===== src/rtl/pcint_pkg.sv =====
// Package: shared sizing helpers for the pin-change interrupt controller.
// Assumes every port has the same number of pins.
package pcint_pkg;

    localparam int unsigned PORTS_DEF = 2;
    localparam int unsigned PORT_W_DEF = 8;

    // Total pin count across all ports.
    function automatic int unsigned pins_total(input int unsigned ports,
                                               input int unsigned width);
        return ports * width;
    endfunction

endpackage


===== src/rtl/pcint_port.sv =====
// Module: per-port change detector.
// Keeps the host-visible snapshot, a one-sample delay for glitch filtering
// and the sticky pending flags of one port. Assumes lvl is already
// synchronized to clk. rd clears pending and reloads the snapshot.
module pcint_port #(
    parameter int unsigned W = 8
) (
    input  logic         clk,
    input  logic         rst_n,
    input  logic [W-1:0] lvl,
    input  logic [W-1:0] dis,
    input  logic [W-1:0] is_in,
    input  logic         rd,
    output logic [W-1:0] pend,
    output logic         req
);

    logic [W-1:0] lvl_q;
    logic [W-1:0] snap_q;
    logic [W-1:0] pend_q;
    logic [W-1:0] en;
    logic [W-1:0] evt;

    // Enable per pin: a GPIO input whose disable bit is clear.
    assign en  = ~dis & is_in;
    // Event: level held for two samples and different from the snapshot.
    assign evt = en & ~(lvl ^ lvl_q) & (lvl ^ snap_q);

    // Previous sample of the pin levels, used by the persistence filter.
    always_ff @(posedge clk) begin
        lvl_q <= lvl;
    end

    // Snapshot, loaded at reset and on each host read of this port.
    always_ff @(posedge clk) begin
        if (!rst_n || rd) begin
            snap_q <= lvl;
        end
    end

    // Sticky pending flags, cleared by reset or a host read.
    always_ff @(posedge clk) begin
        if (!rst_n || rd) begin
            pend_q <= '0;
        end else begin
            pend_q <= pend_q | evt;
        end
    end

    assign pend = pend_q;
    // Port request: any pending pin that is still enabled.
    assign req  = |(pend_q & en);

endmodule


===== src/rtl/pcint_merge.sv =====
// Module: combines the per-port requests into one active-low line.
// Assumes the requests are active high.
module pcint_merge #(
    parameter int unsigned N = 2
) (
    input  logic [N-1:0] req,
    output logic         irq_n
);

    // Active-low wired-OR of all port requests.
    assign irq_n = ~(|req);

endmodule


===== src/rtl/pcint_ctrl.sv =====
// Module: pin-change interrupt controller top.
// One detector per port, generated from the port count, feeding a single
// active-low interrupt. Assumes synchronized inputs, one-cycle read strobes
// and pin i of port p at vector index p*PORT_W+i.
module pcint_ctrl
    import pcint_pkg::*;
#(
    parameter int unsigned NUM_PORTS = PORTS_DEF,
    parameter int unsigned PORT_W    = PORT_W_DEF,
    localparam int unsigned PIN_N    = pins_total(NUM_PORTS, PORT_W)
) (
    input  logic                 clk,
    input  logic                 rst_n,
    input  logic [PIN_N-1:0]     pin_lvl,
    input  logic [PIN_N-1:0]     pin_in_mode,
    input  logic [PIN_N-1:0]     irq_dis,
    input  logic [NUM_PORTS-1:0] port_rd,
    output logic                 irq_n
);

    logic [PIN_N-1:0]     pend_all;
    logic [NUM_PORTS-1:0] port_req;

    // One change detector per port.
    for (genvar p = 0; p < NUM_PORTS; p++) begin : g_port
        pcint_port #(.W(PORT_W)) u_port (
            .clk   (clk),
            .rst_n (rst_n),
            .lvl   (pin_lvl[p*PORT_W +: PORT_W]),
            .dis   (irq_dis[p*PORT_W +: PORT_W]),
            .is_in (pin_in_mode[p*PORT_W +: PORT_W]),
            .rd    (port_rd[p]),
            .pend  (pend_all[p*PORT_W +: PORT_W]),
            .req   (port_req[p])
        );
    end

    // Combine the port requests onto the interrupt line.
    pcint_merge #(.N(NUM_PORTS)) u_merge (
        .req   (port_req),
        .irq_n (irq_n)
    );

endmodule


===== config.mk =====
export PLATFORM = sky130hd
export DESIGN_NAME = pcint_ctrl
export DESIGN_NICKNAME = d
export VERILOG_FILES = /design/src/rtl/pcint_pkg.sv /design/src/rtl/pcint_port.sv /design/src/rtl/pcint_merge.sv /design/src/rtl/pcint_ctrl.sv
export SDC_FILE = /design/constraint.sdc
export NUM_CORES = 1
export LEC_CHECK = 0
export ABC_AREA = 0
export CELL_PAD_IN_SITES_DETAIL_PLACEMENT = 1
export CELL_PAD_IN_SITES_GLOBAL_PLACEMENT = 1
export CORE_MARGIN = 2
export CORE_UTILIZATION = 50
export CTS_CLUSTER_SIZE = 8
export DETAILED_ROUTE_END_ITERATION = 8
export DONT_BUFFER_PORTS = 1
export GPL_ROUTABILITY_DRIVEN = 0
export GPL_TIMING_DRIVEN = 0
export PLACE_DENSITY_LB_ADDON = 0.1
export SYNTH_ARGS = -nofsm -noshare
export SYNTH_HDL_FRONTEND = slang
export SYNTH_SLANG_ARGS = --single-unit

===== constraint.sdc =====
create_clock -name clk -period 2.1 [get_ports clk]
set_input_delay 0.105 -clock clk [delete_from_list [all_inputs] [get_ports clk]]
set_output_delay 0.105 -clock clk [all_outputs]
set_load 0.01 [all_outputs]

==> results of run 1 <==
flip-flops by register name, indices dropped and copies added, names as in the netlist:
signal                cells
g_port.u_port.snap_q     16
g_port.u_port.pend       16
g_port.u_port.lvl_q      16
cell usage after synthesis:
library cell | number | area, um^2
a21oi_1 | 16 | 80.1
and2b_1 | 2 | 15.0
and2b_2 | 1 | 8.76
and3b_1 | 16 | 140
clkbuf_1 | 2 | 7.51
dfxtp_1 | 32 | 641
edfxtp_1 | 16 | 480
inv_1 | 16 | 60.1
nand2b_1 | 2 | 12.5
nand3b_1 | 16 | 120
nand4_1 | 4 | 25.0
nor2b_1 | 13 | 81.3
nor3b_1 | 16 | 120
nor4_2 | 1 | 12.5
o21ai_0 | 16 | 80.1
final timing paths:
path	end	slack (ns)
worst max-delay path	irq_n	0.69
worst min-delay path	g_port[1].u_port.pend[6]	0.01
worst max register to register	g_port[1].u_port.pend[1]	1.02
worst min register to register	g_port[0].u_port.pend[3]	0.45
cell families after synthesis:
| family | Yosys count |
|---|---|
| flip-flops | 48 |
| AO/OA/AOI/OAI | 32 |
| AND/OR/NAND/NOR | 71 |
| buffers and inverters | 18 |
area by class of cell:
type | instances | area, um^2
Fill cell | 404 | 1360
Timing Repair Buffer | 24 | 240
Inverter | 16 | 60.1
Sequential cell | 48 | 1120
Buffer | 2 | 7.51
Multi-Input combinational cell | 103 | 696
Clock buffer | 6 | 72.6
Tap cell | 48 | 60.1
Clock inverter | 2 | 12.5
layer usage:
| layer | track usage | vias up | share of wire |
|---|---|---|---|
| met5 | 0 | - | 0 |
| met4 | 0.0938 | 0 | 0.020 |
| met3 | 0.0599 | 7 | 0.072 |
| met2 | 0.402 | 43 | 0.52 |
| met1 | 0.207 | 653 | 0.38 |
| li1 | - | 659 | - |
stage by stage:
| stage | cells | power, mW |
|---|---|---|
| after detailed placement | 217 | 1.13 |
| final | 249 | 1.67 |
| after CTS | 249 | 1.69 |
| after global placement | 217 | 1.12 |
| after global routing | 249 | 1.73 |
| after floorplan | 169 | 1.11 |
worst max-delay path: cells and delay by family (launching register included):
family / cells / cell delay, ns
DFF: 1 / 0.32
and+or+nand+nor: 3 / 0.68
where the power goes:
group	internal [mW]	switching (mW)	leakage (nW)
registers	1.01	0.0219	0.427
logic	0.0765	0.0422	0.354
clock network	0.233	0.289	0.0412
total	1.32	0.353	0.822
==> reports/qor.csv, run 1 <==
metric;value;unit
status;completed;
hold-path-cell-count;3;
final_max_slew_viol_count;0;
antenna_found_initial;0;
via_count;1362;
cts.htree.levels;2;
ys.warnings.count;0;
cts_root_buffer;clkbuf_8;
yosys.area_share.simple;0.284;
yosys.area_share.adder;0;
postCtsSetupRepairBufs;0;
slew_headroom;0.449;
cp_data_required_time;2.00;ns
reg2reg_from;g_port[1].u_port.snap_q[1];
p_leak;0.822;nW
post_cts_resized;0;
layout-drive-gt1-share;0.0448;
rsz0062_at_grt;false;
r2r_cells;3;
critPathMaxStageDelay;0.44;ns
synth_top_family_by_area;simple AND/OR/NAND/NOR gates;
final.setup.tns;0;ns
syn_area_per_cell;11.1;um^2
dpl_worst_slack;0.879;ns
routed_wl;4.05;mm
synth_xor_area_frac;0;
hold_viol_final;0;
cts_tree;built;
dpl_cell_area;1940;um^2
period_share;0.672;
hold_class;primary input to flip-flop;
hp-start;irq_dis[14];
grt_overflow_total;0;
start_util;0.519;
ios;53;
cp-end-kind;output port;
finalClockSkew;0.00874;ns
mostFrequentLayoutCell;dfxtp_1;
min_period;1.41;ns
dp_hpwl;2.69;mm
hold_slack;0.0125;ns
worstSkewPairLatency;0.30;ns
cpMaxStageDelayCell;nor4_2;
die_area;4280;um^2
synth_cell_type_count;15;
syn-num-nets;221;
cp_cell_sequence;nand3b_1, nand4_1, nor4_2;
core;3630;um^2
post_drt_wl_per_cell;16.3;um
cts_hold_buf;24;
worst_slack;0.688;ns
ant_nets;0;
clock-sinks;48;
synth_compound_area_frac;0.0850;
drtIter0Drc;31;
rows;22;
antennaDiodeCount;0;
tightest_slew;0.826;ns
setup_violations;0;
grt_use_total;0.210;
final_util;0.625;
grt_pass1_wl;6.55;mm
cellPowerDensity;738;nW/um^2
drc;0;
mostFrequentLayoutCells;32 x dfxtp_1, 24 x dlygate4sd3_1;
max_freq;0.708;GHz
synth_area;1880;um^2
die_w;65.4;um
path_max_fanout;2;
crit_arrival;1.31;ns
start_kind;flip-flop;
portBuffers;0;
ys_seq_area_frac;0.595;
cts_buffers;5;
final_nets;252;
area_delta_synth_final;20.5;%
cts.path.max_buffers;2;
clk_pin_slew_worst_paths;0.08;ns
path_class;flip-flop to output port;
vdd_ir_drop_max;0.536;mV
die_h;65.4;um
synthCells;169;
grt_max_degree;17;
via_per_inst;5.47;
first_pass_iters;4;
synth-seq-cells;48;
maxCapViolCount;0;
design_area;2270;um^2
grt_pass1_vias;1561;
startpoint;g_port[0].u_port.pend[2];
synth_mux_area_frac;0;
(Power assumes the default switching activity.)
==> run 2: changes to the inputs <==
--- a/config.mk
+++ b/config.mk
@@ -9,7 +9,7 @@
 export CELL_PAD_IN_SITES_DETAIL_PLACEMENT = 1
 export CELL_PAD_IN_SITES_GLOBAL_PLACEMENT = 1
 export CORE_MARGIN = 2
-export CORE_UTILIZATION = 50
+export CORE_UTILIZATION = 47
 export CTS_CLUSTER_SIZE = 8
 export DETAILED_ROUTE_END_ITERATION = 8
 export DONT_BUFFER_PORTS = 1
==> constraint.sdc (replaced) <==
create_clock -name clk -period 1.3 [get_ports clk]
set_input_delay 0.065 -clock clk [delete_from_list [all_inputs] [get_ports clk]]
set_output_delay 0.065 -clock clk [all_outputs]
set_load 0.01 [all_outputs]
==> reports/qor.csv, run 2 (synthesis gave the netlist of run 1 again) <==
metric;value;unit;change
status;finished with violations;;
failed_checks;setup timing;;
rrSetupSlack;0.29;ns;-0.73 ns
path_delay_family;simple AND/OR/NAND/NOR gates;;
r2r_cells;3;;unchanged
path_buf_inv;0;;unchanged
portBuffers;0;;unchanged
via_count;1354;;-0.59%
dpl_cell_area;1950;um^2;+0.13%
ant_nets;0;;unchanged
dp_hpwl;2.81;mm;+4.5%
antennaDiodeCount;0;;unchanged
path_max_fanout;2;;unchanged
die_area;4530;um^2;+6.0%
place_inst;219;;+0.92%
die_w;67.3;um;+2.9%
cts_root_buffer;clkbuf_8;;
postCtsSetupRepairBufs;0;;unchanged
setup_violations;1;;+1
grt_use_total;0.188;;-0.0221
whs_endpoint;g_port[1].u_port.pend[4];;
drc;0;;unchanged
maxCapViolCount;0;;unchanged
die_h;67.3;um;+2.9%
worst_slack;-0.00554;ns;-0.694 ns
final_nets;257;;+2.0%
grt_pass1_vias;1523;;-2.4%
via_per_inst;5.29;;-3.3%
grt_pass1_wl;6.19;mm;-5.5%
critPathMaxStageDelay;0.37;ns;-0.07 ns
hold-path-cell-count;3;;unchanged
max_freq;0.766;GHz;
vdd_ir_drop_max;0.788;mV;+47%
cts.path.max_buffers;2;;unchanged
cpMaxStageDelayCell;nor4_4;;
first_pass_iters;4;;unchanged
ios;53;;unchanged
r2r_end;g_port[1].u_port.pend[6];;
tightest_slew;0.866;ns;+0.0402 ns
start_util;0.481;;-0.0371
routed_wl;4.07;mm;+0.44%
post_drt_wl_per_cell;15.9;um;-2.3%
rows;23;;+4.5%
antenna_found_initial;0;;unchanged
min_period;1.31;ns;
hp-start;pin_lvl[12];;
cp_data_required_time;1.24;ns;-0.76 ns
finalClockSkew;0.00470;ns;-0.00404 ns
layout-drive-gt1-share;0.0534;;+0.00862
hold_class;primary input to flip-flop;;
design_area;2340;um^2;+3.1%
instances_no_fill;256;;+2.8%
p_leak;0.854;nW;+3.9%
mostFrequentLayoutCells;29 x dfxtp_1, 29 x dlygate4sd3_1;;
drtIter0Drc;32;;+3.2%
cellPowerDensity;1170;nW/um^2;+59%
hold_viol_final;0;;unchanged
dpl_worst_slack;0.0575;ns;-0.822 ns
cp-end-kind;output port;;
reg2reg_from;g_port[1].u_port.snap_q[6];;
area_delta_synth_final;24.2;%;
clk_pin_slew_worst_paths;0.08;ns;about the same
final_max_slew_viol_count;0;;unchanged
path_class;flip-flop to output port;;
cp_cell_sequence;nand3b_1, nand4_1, nor4_4;;
cts_tree;built;;
cts_buffers;5;;unchanged
crit_arrival;1.24;ns;-0.07 ns
core;3910;um^2;+7.7%
start_kind;flip-flop;;
worstSkewPairLatency;0.29;ns;about the same
cts.htree.levels;2;;unchanged
grt_max_degree;17;;unchanged
rsz0062_at_grt;true;;
clock-sinks;48;;unchanged
grt_overflow_total;0;;unchanged
period_share;1.00;;
slew_headroom;0.422;;-0.0268
==> run 2: worst max path at each step <==
| stage | from | slack (ns) | cells past startpoint | end |
|---|---|---|---|---|
| final | g_port[0].u_port.pend[4] | -0.006 | 3 | irq_n |
| after global routing | g_port[1].u_port.pend[0] | -0.08 | 3 | irq_n |
| after CTS | g_port[0].u_port.pend[0] | -0.04 | 3 | irq_n |
| after detailed placement | port_rd[1] | 0.06 | 2 | g_port[1].u_port.snap_q[0] |
| after global placement | port_rd[1] | 0.1 | 2 | g_port[1].u_port.snap_q[1] |
| after floorplan | port_rd[0] | 0.36 | 2 | g_port[0].u_port.snap_q[0] |
==> run 2: through the flow <==
step | TNS [ns] | hold WS, ns | power (mW) | utilization
final | -0.00554 | 0.0447 | 2.74 | 0.598
after detailed placement | 0 | 0.0928 | 1.83 | 0.497
after floorplan | 0 | 0.0927 | 1.80 | -
after CTS | -0.0381 | 0.0360 | 2.78 | 0.597
after global routing | -0.0795 | 0.0553 | 2.86 | 0.598
after global placement | 0 | 0.0928 | 1.81 | 0.497
==> run 2: power breakdown <==
| part | leakage (nW) | total, mW | internal [mW] | switching, mW |
|---|---|---|---|---|
| Sequential | 0.429 | 1.67 | 1.63 | 0.0364 |
| Combinational | 0.380 | 0.206 | 0.135 | 0.0710 |
| Clock | 0.0455 | 0.865 | 0.434 | 0.431 |
==> run 2: layout make-up <==
| class | count | area, um^2 |
|---|---|---|
| Fill cell | 435 | 1570 |
| Clock buffer | 8 | 90.1 |
| Tap cell | 50 | 62.6 |
| Timing Repair Buffer | 29 | 290 |
| Inverter | 16 | 60.1 |
| Sequential cell | 48 | 1120 |
| Buffer | 2 | 7.51 |
| Multi-Input combinational cell | 103 | 704 |
==> run 2: worst reg2reg max path, stage by stage, from the launching register on <==
cell and delay (ns):
edfxtp_1 0.38, nor3b_1 0.16, o21ai_0 0.22, a21oi_1 0.10
==> run 2: metal layers <==
| layer | share of wire | vias up | GRT usage |
|---|---|---|---|
| met3 | 0.055 | 4 | 0.0467 |
| met1 | 0.37 | 643 | 0.171 |
| li1 | - | 670 | - |
| met5 | 0 | - | 0 |
| met2 | 0.56 | 37 | 0.389 |
| met4 | 0.012 | 0 | 0.0689 |
==> run 2: timing repair <==
action                                  in CTS  in global routing
hold endpoints to repair                    45                  0
pin swaps                                    3                  3
hold buffers                                29                  0
endpoints found under the setup margin       1                  1
gates resized for setup                      2                  2
==> run 3: changes to the inputs <==
--- a/config.mk
+++ b/config.mk
@@ -16,6 +16,7 @@
 export GPL_ROUTABILITY_DRIVEN = 0
 export GPL_TIMING_DRIVEN = 0
 export PLACE_DENSITY_LB_ADDON = 0.1
+export SKIP_CTS_REPAIR_TIMING = 1
 export SYNTH_ARGS = -nofsm -noshare
 export SYNTH_HDL_FRONTEND = slang
 export SYNTH_SLANG_ARGS = --single-unit
==> reports/qor.csv, run 3 (synthesis gave the netlist of run 1 again) <==
metric;value;unit;change
failed_checks;hold timing, setup timing;;
worst_slack;-0.0461;ns;-0.0406 ns
path_class;flip-flop to output port;;
mostFrequentLayoutCells;31 x dfxtp_1, 25 x dlygate4sd3_1;;
max_freq;0.743;GHz;-3.0%
clk_pin_slew_worst_paths;0.08;ns;about the same
path_max_fanout;2;;unchanged
dpl_worst_slack;0.0575;ns;unchanged
mostFrequentLayoutCell;dfxtp_1;;
hold_slack;-0.0220;ns;-0.0667 ns
cp_data_required_time;1.24;ns;about the same
cp_cell_sequence;nand3b_1, nand4_1, nor4_4;;
p_leak;0.837;nW;-2.1%
critPathMaxStageDelay;0.38;ns;about the same
final_max_slew_viol_count;0;;unchanged
clock-sinks;48;;unchanged
ios;53;;unchanged
finalClockSkew;0.00394;ns;-0.000760 ns
maxCapViolCount;0;;unchanged
final_nets;253;;-1.6%
cts.htree.levels;2;;unchanged
cellPowerDensity;1190;nW/um^2;+1.4%
antennaDiodeCount;0;;unchanged
core;3910;um^2;unchanged
n_fill_cell;446;;+2.5%
cts_tree;built;;
crit_arrival;1.28;ns;+0.04 ns
area_delta_synth_final;21.9;%;
r2r_cells;3;;unchanged
hold_class;primary input to flip-flop;;
grt_use_total;0.167;;-0.0214
status;finished with violations;;
die_w;67.3;um;unchanged
grt_max_degree;17;;unchanged
dp_hpwl;2.81;mm;unchanged
start_util;0.481;;unchanged
grt_overflow_total;0;;unchanged
reg2reg_from;g_port[1].u_port.snap_q[6];;
power;2.73;mW;-0.44%
via_count;1329;;-1.8%
cts.path.max_buffers;2;;unchanged
rsz0062_at_grt;true;;
setup_violations;1;;unchanged
ff_latch_area;1120;um^2;-0.22%
grt_pass1_wl;5.48;mm;-11%
tightest_slew;0.868;ns;+0.00189 ns
die_area;4530;um^2;unchanged
slew_headroom;0.421;;-0.00126
ant_nets;0;;unchanged
rrSetupSlack;0.29;ns;about the same
vdd_ir_drop_max;0.791;mV;+0.40%
multi_input_comb_area;704;um^2;unchanged
path_delay_family;simple AND/OR/NAND/NOR gates;;
start_kind;flip-flop;;
first_pass_iters;4;;unchanged
cp-end-kind;output port;;
drc;0;;unchanged
cpMaxStageDelayCell;nor4_4;;
cts_root_buffer;clkbuf_8;;
routed_wl;4.01;mm;-1.5%
via_per_inst;5.27;;-0.29%
layout-drive-gt1-share;0.0446;;-0.00884
portBuffers;0;;unchanged
hp-start;irq_dis[13];;
whs_endpoint;g_port[1].u_port.pend[5];;
worstSkewPairLatency;0.29;ns;about the same
r2r_end;g_port[1].u_port.pend[6];;
period_share;1.04;;+0.0312
die_h;67.3;um;unchanged
min_period;1.35;ns;+0.0406 ns
rows;23;;unchanged
drtIter0Drc;40;;+25%
antenna_found_initial;0;;unchanged
post_drt_wl_per_cell;15.9;um;about the same
path_buf_inv;0;;unchanged
grt_pass1_vias;1314;;-14%
hold_viol_final;4;;+4
hold-path-cell-count;3;;unchanged
cts_buffers;5;;unchanged
## run 3: worst register-to-register path, stage by stage (launching register included)
cell	delay (ns)
edfxtp_1	0.38
nor3b_1	0.16
o21ai_0	0.22
a21oi_1	0.10
## run 3: power breakdown
group	internal, mW	total, mW	switching (mW)
combinational	0.127	0.196	0.0691
sequential	1.63	1.67	0.0363
clock	0.434	0.862	0.429
total	2.20	2.73	0.534
## run 3: worst max-delay path by stage
| stage | startpoint | slack [ns] | cells after the start | end |
|---|---|---|---|---|
| 2_1_floorplan | port_rd[0] | 0.36 | 2 | g_port[0].u_port.snap_q[0] |
| 3_3_place_gp | port_rd[1] | 0.1 | 2 | g_port[1].u_port.snap_q[1] |
| 3_5_place_dp | port_rd[1] | 0.06 | 2 | g_port[1].u_port.snap_q[0] |
| 4_1_cts | g_port[0].u_port.pend[1] | -0.08 | 3 | irq_n |
| 5_1_grt | g_port[1].u_port.pend[2] | -0.10 | 3 | irq_n |
| 6_report | g_port[1].u_port.pend[2] | -0.05 | 3 | irq_n |
## run 3: cell type report
type | instances | area share
flip-flops and latches | 48 | 0.489
multi-input cells | 103 | 0.307
repair buffers | 25 | 0.109
clock buffers | 8 | 0.0392
well taps | 50 | 0.0272
inverters | 16 | 0.0261
plain buffers | 2 | 0.00327
## run 3: per-stage QoR
stage               TNS [ns]  instance area (um^2)   util  instances
global route          -0.103                  2300  0.587        252
finish               -0.0461                  2300  0.587        252
floorplan                  0                  1880      -        169
CTS                  -0.0786                  2040  0.520        227
global placement           0                  1950  0.497        219
detailed placement         0                  1950  0.497        219
## run 3: routing by layer
| layer | up-vias | GRT usage | share of wire |
|---|---|---|---|
| met2 | 33 | 0.321 | 0.57 |
| met3 | 4 | 0.0533 | 0.052 |
| met4 | 0 | 0.0689 | 0.012 |
| met1 | 631 | 0.161 | 0.37 |
| met5 | - | 0 | 0 |
| li1 | 661 | - | - |
